### config.mk
export PLATFORM = sky130hd
export DESIGN_NAME = sync_serial_chan
export DESIGN_NICKNAME = d
export VERILOG_FILES = /design/src/rtl/ssc_pkg.sv /design/src/rtl/ssc_edge_src.sv /design/src/rtl/ssc_shifter.sv /design/src/rtl/ssc_ctrl.sv /design/src/rtl/sync_serial_chan.sv
export SDC_FILE = /design/constraint.sdc
export NUM_CORES = 1
export LEC_CHECK = 0
export ABC_AREA = 0
export ABC_CLOCK_PERIOD_IN_PS = 5300
export BUFFER_PORTS_ARGS = -buffer_cell sky130_fd_sc_hd__buf_2
export CORE_MARGIN = 2
export CORE_UTILIZATION = 58
export DETAILED_ROUTE_END_ITERATION = 10
export PLACE_DENSITY_LB_ADDON = 0.2
export SLEW_MARGIN = 20
export SYNTH_ARGS = -nofsm -noshare
export SYNTH_HDL_FRONTEND = slang
export SYNTH_SLANG_ARGS = --single-unit
### constraint.sdc
create_clock -name clk -period 5.3 [get_ports clk]
set_input_delay 1.06 -clock clk [delete_from_list [all_inputs] [get_ports clk]]
set_output_delay 1.06 -clock clk [all_outputs]
set_load 0.02 [all_outputs]
### src/rtl/ssc_pkg.sv
package ssc_pkg;

   typedef enum logic [1:0] {
      NEXT_OFF   = 2'b00,
      NEXT_TX    = 2'b01,
      NEXT_RX    = 2'b10,
      NEXT_OFF_B = 2'b11
   } ssc_next_e;

   typedef struct packed {
      logic rise;
      logic fall;
   } ssc_edge_t;

endpackage

### src/rtl/ssc_edge_src.sv
module ssc_edge_src
   import ssc_pkg::*;
#(
   parameter int SYNC_STAGES = 2,
   parameter bit HAS_SLAVE   = 1'b1
) (
   input  logic      clk,
   input  logic      rst_n,
   input  logic      cfg_master,
   input  logic      cfg_idle_hi,
   input  logic      active,
   input  logic      baud_tick,
   input  logic      sclk_in,
   input  logic      sd_in,
   output logic      sclk_out,
   output ssc_edge_t ev,
   output logic      sd_s
);

   logic                   sclk_q;
   logic [SYNC_STAGES-1:0] sd_sync;
   ssc_edge_t              m_ev;
   ssc_edge_t              s_ev;

   // master clock: one edge per baud tick while a byte is in flight
   always_ff @(posedge clk or negedge rst_n) begin
      if (!rst_n)          sclk_q <= 1'b0;
      else if (!active)    sclk_q <= cfg_idle_hi;
      else if (baud_tick)  sclk_q <= ~sclk_q;
   end

   assign m_ev.rise = cfg_master & active & baud_tick & ~sclk_q;
   assign m_ev.fall = cfg_master & active & baud_tick &  sclk_q;
   assign sclk_out  = sclk_q;

   always_ff @(posedge clk or negedge rst_n) begin
      if (!rst_n) sd_sync <= '0;
      else        sd_sync <= {sd_sync[SYNC_STAGES-2:0], sd_in};
   end
   assign sd_s = sd_sync[SYNC_STAGES-1];

   generate
      if (HAS_SLAVE) begin : g_slave
         logic [SYNC_STAGES-1:0] sc_sync;
         logic                   sc_prev;
         always_ff @(posedge clk or negedge rst_n) begin
            if (!rst_n) begin
               sc_sync <= '0;
               sc_prev <= 1'b0;
            end else begin
               sc_sync <= {sc_sync[SYNC_STAGES-2:0], sclk_in};
               sc_prev <= sc_sync[SYNC_STAGES-1];
            end
         end
         assign s_ev.rise = ~cfg_master & active &  sc_sync[SYNC_STAGES-1] & ~sc_prev;
         assign s_ev.fall = ~cfg_master & active & ~sc_sync[SYNC_STAGES-1] &  sc_prev;
      end else begin : g_master_only
         assign s_ev = '0;
      end
   endgenerate

   assign ev = cfg_master ? m_ev : s_ev;

   assert_master_hold_R2: assert property (@(posedge clk) disable iff (!rst_n)
      (cfg_master && active && !baud_tick) |=> $stable(sclk_q))
      else $error("master clock moved without a baud tick");

endmodule

### src/rtl/ssc_shifter.sv
module ssc_shifter
   import ssc_pkg::*;
#(
   parameter int DATA_W = 8
) (
   input  logic              clk,
   input  logic              rst_n,
   input  logic              busy,
   input  logic              load,
   input  logic [DATA_W-1:0] load_data,
   input  logic              is_tx,
   input  logic              idle_hi,
   input  logic              tx_rise,
   input  logic              rx_rise,
   input  ssc_edge_t         ev,
   input  logic              sd_s,
   output logic              active,
   output logic              done,
   output logic [DATA_W-1:0] shreg,
   output logic              sd_out
);

   localparam int             CW   = $clog2(DATA_W + 1);
   localparam logic [CW-1:0]  LAST = CW'(DATA_W);
   localparam logic [CW-1:0]  PEN  = CW'(DATA_W - 1);

   logic [CW-1:0] pulse_cnt;
   logic [CW-1:0] shift_cnt;
   logic          shift_ev, samp_ev, trail_ev, shift_lead, do_shift;

   assign shift_ev   = tx_rise ? ev.rise : ev.fall;
   assign samp_ev    = rx_rise ? ev.rise : ev.fall;
   assign trail_ev   = idle_hi ? ev.rise : ev.fall;
   // launch edge leaving the rest level: MSB is already on the line at start
   assign shift_lead = tx_rise ^ idle_hi;
   assign do_shift   = shift_lead ? (shift_cnt != '0) : (shift_cnt < PEN);

   assign active = busy & (pulse_cnt != LAST);
   assign done   = busy & (pulse_cnt == LAST);

   always_ff @(posedge clk or negedge rst_n) begin
      if (!rst_n) begin
         shreg     <= '0;
         pulse_cnt <= '0;
         shift_cnt <= '0;
      end else if (load) begin
         shreg     <= load_data;
         pulse_cnt <= '0;
         shift_cnt <= '0;
      end else if (active) begin
         if (is_tx && shift_ev) begin
            if (do_shift) shreg <= {shreg[DATA_W-2:0], 1'b0};
            shift_cnt <= shift_cnt + 1'b1;
         end
         if (!is_tx && samp_ev) shreg <= {shreg[DATA_W-2:0], sd_s};
         if (trail_ev) pulse_cnt <= pulse_cnt + 1'b1;
      end
   end

   assign sd_out = shreg[DATA_W-1];

   assert_pulse_bound_R2: assert property (@(posedge clk) disable iff (!rst_n)
      pulse_cnt <= LAST)
      else $error("pulse counter ran past the byte length");

   assert_sd_hold_R3: assert property (@(posedge clk) disable iff (!rst_n)
      (active && is_tx && !shift_ev) |=> $stable(sd_out))
      else $error("data line changed off a launch edge");

endmodule

### src/rtl/ssc_ctrl.sv
module ssc_ctrl
   import ssc_pkg::*;
#(
   parameter int DATA_W = 8
) (
   input  logic              clk,
   input  logic              rst_n,
   input  logic              buf_wr,
   input  logic [DATA_W-1:0] buf_wdata,
   input  logic              buf_rd,
   input  logic              ctl_wr,
   input  logic              ctl_en,
   input  logic              ctl_tx,
   input  logic [1:0]        cfg_next,
   input  logic              done,
   input  logic [DATA_W-1:0] rx_byte,
   output logic              start,
   output logic              busy,
   output logic              chan_en,
   output logic              chan_tx,
   output logic              buf_full,
   output logic [DATA_W-1:0] buf_q,
   output logic              irq
);

   logic held_rx;   // buffer contents came from the line
   logic sw_ok;

   assign start = chan_en & ~busy & (chan_tx == buf_full);
   assign sw_ok = ~busy & ~start;

   always_ff @(posedge clk or negedge rst_n) begin
      if (!rst_n) begin
         busy     <= 1'b0;
         chan_en  <= 1'b0;
         chan_tx  <= 1'b0;
         buf_full <= 1'b0;
         buf_q    <= '0;
         held_rx  <= 1'b0;
         irq      <= 1'b0;
      end else begin
         irq <= 1'b0;
         if (start) busy <= 1'b1;
         if (done) begin
            busy <= 1'b0;
            irq  <= 1'b1;
            if (chan_tx) begin
               buf_full <= 1'b0;
            end else begin
               buf_q    <= rx_byte;
               buf_full <= 1'b1;
               held_rx  <= 1'b1;
            end
            case (ssc_next_e'(cfg_next))
               NEXT_TX: begin chan_en <= 1'b1; chan_tx <= 1'b1; end
               NEXT_RX: begin chan_en <= 1'b1; chan_tx <= 1'b0; end
               default: chan_en <= 1'b0;
            endcase
         end else if (sw_ok) begin
            if (buf_wr) begin
               buf_q    <= buf_wdata;
               buf_full <= 1'b1;
               held_rx  <= 1'b0;
            end else if (buf_rd && held_rx) begin
               buf_full <= 1'b0;
               held_rx  <= 1'b0;
            end
            if (ctl_wr) begin
               chan_en <= ctl_en;
               chan_tx <= ctl_tx;
            end
         end
      end
   end

   assert_start_gate_R1: assert property (@(posedge clk) disable iff (!rst_n)
      $rose(busy) |-> $past(chan_en && (chan_tx == buf_full)))
      else $error("transfer began without enable and buffer condition");

   assert_irq_single_R6: assert property (@(posedge clk) disable iff (!rst_n)
      irq |=> !irq)
      else $error("interrupt request longer than one cycle");

   assert_rx_fill_R6: assert property (@(posedge clk) disable iff (!rst_n)
      (done && !chan_tx) |=> buf_full)
      else $error("reception finished without marking buffer full");

endmodule

### src/rtl/sync_serial_chan.sv
module sync_serial_chan
   import ssc_pkg::*;
#(
   parameter int DATA_W      = 8,
   parameter int SYNC_STAGES = 2,
   parameter bit HAS_SLAVE   = 1'b1
) (
   input  logic              clk,
   input  logic              rst_n,
   input  logic              baud_tick,
   input  logic              cfg_master,
   input  logic              cfg_idle_hi,
   input  logic              cfg_tx_rise,
   input  logic              cfg_rx_rise,
   input  logic [1:0]        cfg_next,
   input  logic              ctl_wr,
   input  logic              ctl_en,
   input  logic              ctl_tx,
   input  logic              buf_wr,
   input  logic [DATA_W-1:0] buf_wdata,
   input  logic              buf_rd,
   output logic [DATA_W-1:0] buf_rdata,
   output logic              buf_full,
   output logic              chan_en,
   output logic              chan_tx,
   output logic              chan_busy,
   output logic              irq,
   input  logic              sclk_in,
   output logic              sclk_out,
   output logic              sclk_oe,
   input  logic              sd_in,
   output logic              sd_out,
   output logic              sd_oe
);

   generate
      if (DATA_W < 2) begin : g_bad_width
         $error("DATA_W must be at least 2");
      end
      if (SYNC_STAGES < 2) begin : g_bad_sync
         $error("SYNC_STAGES must be at least 2");
      end
   endgenerate

   logic              start, busy, active, done, sd_s;
   logic [DATA_W-1:0] shreg;
   ssc_edge_t         ev;

   ssc_ctrl #(.DATA_W(DATA_W)) u_ctrl (
      .clk       (clk),
      .rst_n     (rst_n),
      .buf_wr    (buf_wr),
      .buf_wdata (buf_wdata),
      .buf_rd    (buf_rd),
      .ctl_wr    (ctl_wr),
      .ctl_en    (ctl_en),
      .ctl_tx    (ctl_tx),
      .cfg_next  (cfg_next),
      .done      (done),
      .rx_byte   (shreg),
      .start     (start),
      .busy      (busy),
      .chan_en   (chan_en),
      .chan_tx   (chan_tx),
      .buf_full  (buf_full),
      .buf_q     (buf_rdata),
      .irq       (irq)
   );

   ssc_edge_src #(.SYNC_STAGES(SYNC_STAGES), .HAS_SLAVE(HAS_SLAVE)) u_edge (
      .clk         (clk),
      .rst_n       (rst_n),
      .cfg_master  (cfg_master),
      .cfg_idle_hi (cfg_idle_hi),
      .active      (active),
      .baud_tick   (baud_tick),
      .sclk_in     (sclk_in),
      .sd_in       (sd_in),
      .sclk_out    (sclk_out),
      .ev          (ev),
      .sd_s        (sd_s)
   );

   ssc_shifter #(.DATA_W(DATA_W)) u_shift (
      .clk       (clk),
      .rst_n     (rst_n),
      .busy      (busy),
      .load      (start),
      .load_data (buf_rdata),
      .is_tx     (chan_tx),
      .idle_hi   (cfg_idle_hi),
      .tx_rise   (cfg_tx_rise),
      .rx_rise   (cfg_rx_rise),
      .ev        (ev),
      .sd_s      (sd_s),
      .active    (active),
      .done      (done),
      .shreg     (shreg),
      .sd_out    (sd_out)
   );

   assign chan_busy = busy;
   assign sclk_oe   = cfg_master;
   assign sd_oe     = busy & chan_tx;

endmodule

---- After elaboration in Yosys (flattened, before gate mapping) ----
Index checks and enable logic that the tools add are counted.
storage, ports and cells
  bits in registers ....................... 36
  logic and storage cells ................. 113
operators by class
  equal/unequal tests ..................... 8
  bitwise logic cells ..................... 22
  reductions and logical operators ........ 24
  add/sub/neg operators ................... 2
  muxes and demuxes ....................... 42
  magnitude comparators ................... 1
operators by type and width
  kind                   count
  $mux W8                9
  $mux W1                25
  $mux W4                6
  $and A1 B1 Y1          15
  $reduce_bool A2 Y1     7
  $reduce_and A3 Y1      4
  $reduce_bool A3 Y1     3
  $add A4 B1 Y4 const B  2
  $reduce_and A2 Y1      4
  $not A1 Y1             6
  $eq A4 B4 Y1 const B   1
  $lt A4 B3 Y1 const B   1
  $ne A2 B2 Y1 const B   2
  $ne A4 B4 Y1 const B   1
  $reduce_bool A4 Y1     1
  $logic_and A1 B1 Y1    3
  $ne A3 B1 Y1 const B   1
  $eq A2 B1 Y1 const B   1
  $eq A2 B2 Y1 const B   1
  $mux W2                1
  $pmux W1 S2            1
  $reduce_or A2 Y1       1
  $eq A1 B1 Y1           1
  $logic_not A1 Y1       1
  $xor A1 B1 Y1          1

---- Depth between registers and ports, before layout ----
  word-level depth ........................ 12
  gate-level depth with buffers ........... 8

---- By module ----
From an unflattened synthesis, not the netlist that was laid out.
unflattened totals
  cells, all modules ...................... 179
  area, all modules ....................... 1,903.1 sq um
modules (own cells, without submodules)
  module            sequential area each (sq um)  cells each  instances  area each (sq um)
  ssc_shifter       400.4                         87          1          935.9
  ssc_ctrl          350.3                         75          1          740.7
  ssc_edge_src      150.1                         15          1          212.7
  sync_serial_chan  0.0                           2           1          13.8

---- Worst setup path after synthesis ----
Ideal clock, no wire load.
  kind .................................... input port to flip-flop
  start point ............................. input cfg_tx_rise
  end point ............................... register u_shift.shreg[1]
  setup slack ............................. 2.886 ns
  arrival ................................. 2.289 ns
  setup time .............................. 0.125 ns
  stages .................................. 5
  path buffers ............................ 0
  path through ............................ xor2_1 a211oi_2 a2111oi_2 nor3_4 mux2_2
between the ends
  longest elaborated chain between the ends .. 4
  elaborated cells on any way between the ends .. 7
  classes of those cells .................. 2 x mux; 1 x bitwise; 4 x reduce/logical
ends and longest elaborated chain
  element                                                line                                  text
  start, declared                                        sync_serial_chan.sv:13                input logic cfg_tx_rise,
  $xor A1 B1 Y1 / $mux W1 (equally long branches)        ssc_shifter.sv:35, ssc_shifter.sv:31
  $mux W1 / $logic_and A1 B1 Y1 (equally long branches)  ssc_shifter.sv:36, ssc_shifter.sv:51
  $reduce_bool A3 Y1 (no source line)                    --
  $reduce_and A3 Y1 (no source line) *                   --
  end signal, assigned                                   ssc_shifter.sv:47                     shreg <= load_data;
  end signal, assigned                                   ssc_shifter.sv:52                     if (do_shift) shreg <= {shreg[DATA_W-2:0], 1'b0};
  end signal, assigned                                   ssc_shifter.sv:55                     if (!is_tx && samp_ev) shreg <= {shreg[DATA_W-2:0], sd_s};
  end, declared                                          ssc_shifter.sv:19                     output logic [DATA_W-1:0] shreg,
Mark *: on every way between the ends. The rest lies on a longest branch, timed or not.
A chain may end at the register's enable or synchronous reset.

---- Worst setup path in the final report ----
  start point ............................. register u_shift.pulse_cnt[0]
  end point ............................... register u_ctrl.buf_q[0]
between the ends
  longest elaborated chain between the ends .. 4
  elaborated cells on any way between the ends .. 7
  classes of those cells .................. 2 x eq/ne; 1 x mux; 1 x bitwise; 3 x reduce/logical
ends and longest elaborated chain
  element                                                                     line               text
  start, declared                                                             ssc_shifter.sv:27  logic [CW-1:0] pulse_cnt;
  start signal, assigned                                                      ssc_shifter.sv:56  if (trail_ev) pulse_cnt <= pulse_cnt + 1'b1;
  $eq A4 B4 Y1 *                                                              ssc_shifter.sv:39  assign done = busy & (pulse_cnt == LAST);
  $and A1 B1 Y1 *                                                             ssc_shifter.sv:39
  $ne A2 B2 Y1 (no source line) / $reduce_bool A2 Y1 (equally long branches)  --
  $reduce_and A3 Y1 (no source line)                                          --
  end signal, assigned                                                        ssc_ctrl.sv:50     buf_q <= rx_byte;
  end signal, assigned                                                        ssc_ctrl.sv:61     buf_q <= buf_wdata;
  end, declared                                                               ssc_ctrl.sv:22     output logic [DATA_W-1:0] buf_q,
Marked as above.

==> run summary <==
Layout area overhead -> 14.3%
Worst EP required -> 5.56 ns
I/O Pins -> 41
Pwr dens -> 541 nW/µm²
DR iter-0 viols -> 96
Per-cell routed wire length -> 13.7 µm
Post-route antenna net violation count -> 0
CTS tree -> done
Total Power -> 0.00116 W
DIE WIDTH -> 60.9 µm
Critical Path Fanout Max -> 17
Yosys reg bits -> 36
Inserted Diodes -> 0
Setup tns final -> 0 ns
Mapped Cells -> 193
Final hold slack -> 0.360 ns
Worst skew pair latency -> 0.34 ns
Pleak -> 1.04 nW
Max Fclk -> 378 MHz
First-pass GRT wire length -> 6.31 mm
Worst-Margin Slew -> 0.812 ns
Crit path largest cell delay -> 0.67 ns
Asr flop ratio synth -> 1.00
Post-CTS Setup Inserts -> 0
CTS clock-pin slew for the worst setup and hold paths -> 0.10 ns
Htree depth -> 2
Clock buffer count from CTS -> 5
Sequential-to-total area share from yosys stat -> 0.480
WS Path Type -> flip-flop to flip-flop
Final nets -> 262
Syn avg cell area -> 9.73 µm²
Pre-antenna DRT Iters -> 4
Startpoint types -> flip-flop
Ys Warns -> 0
Tcrit/Tclk final -> 0.500
Final hold viol count -> 0
DIE AREA -> 3710 µm²
Syn Nets -> 222
Worst vdd ir -> 0.277 mV
Slew Limit Fails -> 0
Predominant post-synthesis flop cell -> dfrtp_1
Max cap viols -> 0
Initial antenna violation count -> 0
Clk sinks -> 36
GPL Wtd Cong -> 0.825
# DRC -> 0
Global route total overflow -> 0
Layout cells sized above 1 -> 0.261
Die Span Y -> 60.9 µm
Post-synth EDFFs -> 0
Area leader, netlist -> dfrtp_1
Vias in the first global route -> 1419
Total wire length -> 3.82 mm
Max Root-Sink Buffers -> 2
GRT Util Overall -> 0.237
Crit path DAT -> 2.91 ns
Worst Skew -> 0.0133 ns
Row cnt -> 20
Via count -> 1492
Crit-path cells -> inv_1 > ha_1 > nand4b_1 > or2_1 > a211oi_4 > nor2_1 > a31oi_1
Via density -> 5.37
Root buf cell -> clkbuf_4
Area contributors post-synth -> dfrtp_1 (48%), nand2_1 (10%), mux2_2 (4.2%), nor2_1 (3.4%), ha_1 (3.3%)
Endpoint class of the critical path -> flip-flop
Port bufs -> 40
Initial cell density of the core -> 0.610
RSZ-0062 raised after global routing -> no
Cts hold-fix bufs -> 0
Endpoints failing setup -> 0
Synthesized area -> 1880 µm²
Status -> complete, no violations
Largest net degree at the start of global routing -> 37
Minimum clock period -> 2.65 ns
Relative slew slack -> 0.458
Synth top area share -> 0.480
Core area -> 3080 µm²
DP HPWL -> 2.77 mm
Fillers -> 260
Slowest cell on crit path -> a211oi_4
Most frequent cell after synthesis -> nand2_1
Fin worst setup slack -> 2.65 ns
# resized after CTS -> 0
Unique masters post-synth -> 36
Worst min path class -> flip-flop to flip-flop
Commonest cells post-synth -> nand2_1 (50), dfrtp_1 (36), nor2_1 (17)
Place WS -> 2.58 ns
==> cell families (layout without fill, tap and decap cells) <==
| logic type | Yosys count | count (layout) | synth area share |
|---|---|---|---|
| simple gates | 93 | 93 | 0.240 |
| flops | 36 | 36 | 0.480 |
| compound gates | 26 | 26 | 0.106 |
| buf+inv | 13 | 54 | 0.0360 |
| mux | 11 | 11 | 0.0633 |
| xor+xnor | 9 | 9 | 0.0420 |
| fa+ha+maj | 5 | 5 | 0.0333 |
==> critical path, delay by kind of cell (launching register included) <==
kind | cells | cell delay, ns
simple gates | 3 | 1.08
compound gates | 2 | 0.84
flops | 1 | 0.43
fa+ha+maj | 1 | 0.16
buf+inv | 1 | 0.08
==> power breakdown <==
| group | internal, W | leakage [nW] | switching (W) |
|---|---|---|---|
| logic | 0.000220 | 0.573 | 0.000303 |
| registers | 0.000383 | 0.433 | 0.000106 |
| clock network | 0.0000655 | 0.0326 | 0.0000851 |
==> registers in the layout (all words and copies together), names as in the netlist <==
signal and cells:
u_shift.pulse_cnt 4, u_ctrl.buf_full 1, u_ctrl.buf_q 8, u_shift.shift_cnt 4, u_ctrl.chan_en 1, u_shift.shreg 8, u_edge.sclk_out 1, u_edge.g_slave.sc_sync 2
u_ctrl.chan_tx 1, u_edge.sd_sync 2, u_ctrl.held_rx 1, u_ctrl.irq 1, u_edge.g_slave.sc_prev 1, u_ctrl.busy 1
==> worst paths after layout <==
path | start | endpoint | slack [ns] | cells past startpoint
max | u_shift.pulse_cnt[0] | u_ctrl.buf_q[0] | 2.65 | 7
min | u_edge.g_slave.sc_sync[0] | u_edge.g_slave.sc_sync[1] | 0.36 | 0
max reg2reg | u_shift.pulse_cnt[0] | u_ctrl.buf_q[0] | 2.65 | 7
min reg2reg | u_edge.g_slave.sc_sync[0] | u_edge.g_slave.sc_sync[1] | 0.36 | 0
max in group asynchronous | rst_n | u_edge.sd_sync[1] | 4.04 | 1
min in group asynchronous | rst_n | u_shift.shreg[7] | 0.78 | 1
==> cell type report <==
cell class / instances / area [µm²] / share of cell area
Timing Repair Buffer: 40 / 200 / 0.0932
Tap cell: 44 / 55.1 / 0.0256
Multi-Input combinational cell: 144 / 910 / 0.424
Sequential cell: 36 / 901 / 0.420
Clock buffer: 8 / 58.8 / 0.0274
Inverter: 6 / 22.5 / 0.0105
==> cell usage in the layout, fill, tap and decap left out, types with 5 or more instances in the layout <==
cell type  instances
dfrtp_1           36
xnor2_1            5
nor2_1            17
ha_1               5
a31oi_1            7
mux2_2             7
a21oi_1            6
buf_2             40
inv_1              6
nand2_1           50
clkbuf_4           5
==> per-stage QoR <==
stage                util  area (µm²)  instances
floorplan               -        1880        193
global placement    0.678        2090        270
detailed placement  0.678        2090        270
CTS                 0.698        2150        278
global route        0.698        2150        278
finish              0.698        2150        278
==> metal layers <==
metal,wire (µm),global-route usage
met1,1800,0.311
met3,180,0.0810
met4,34,0.0776
met5,0,0
met2,1800,0.373
No activity file was read; power rests on OpenSTA's default activity.
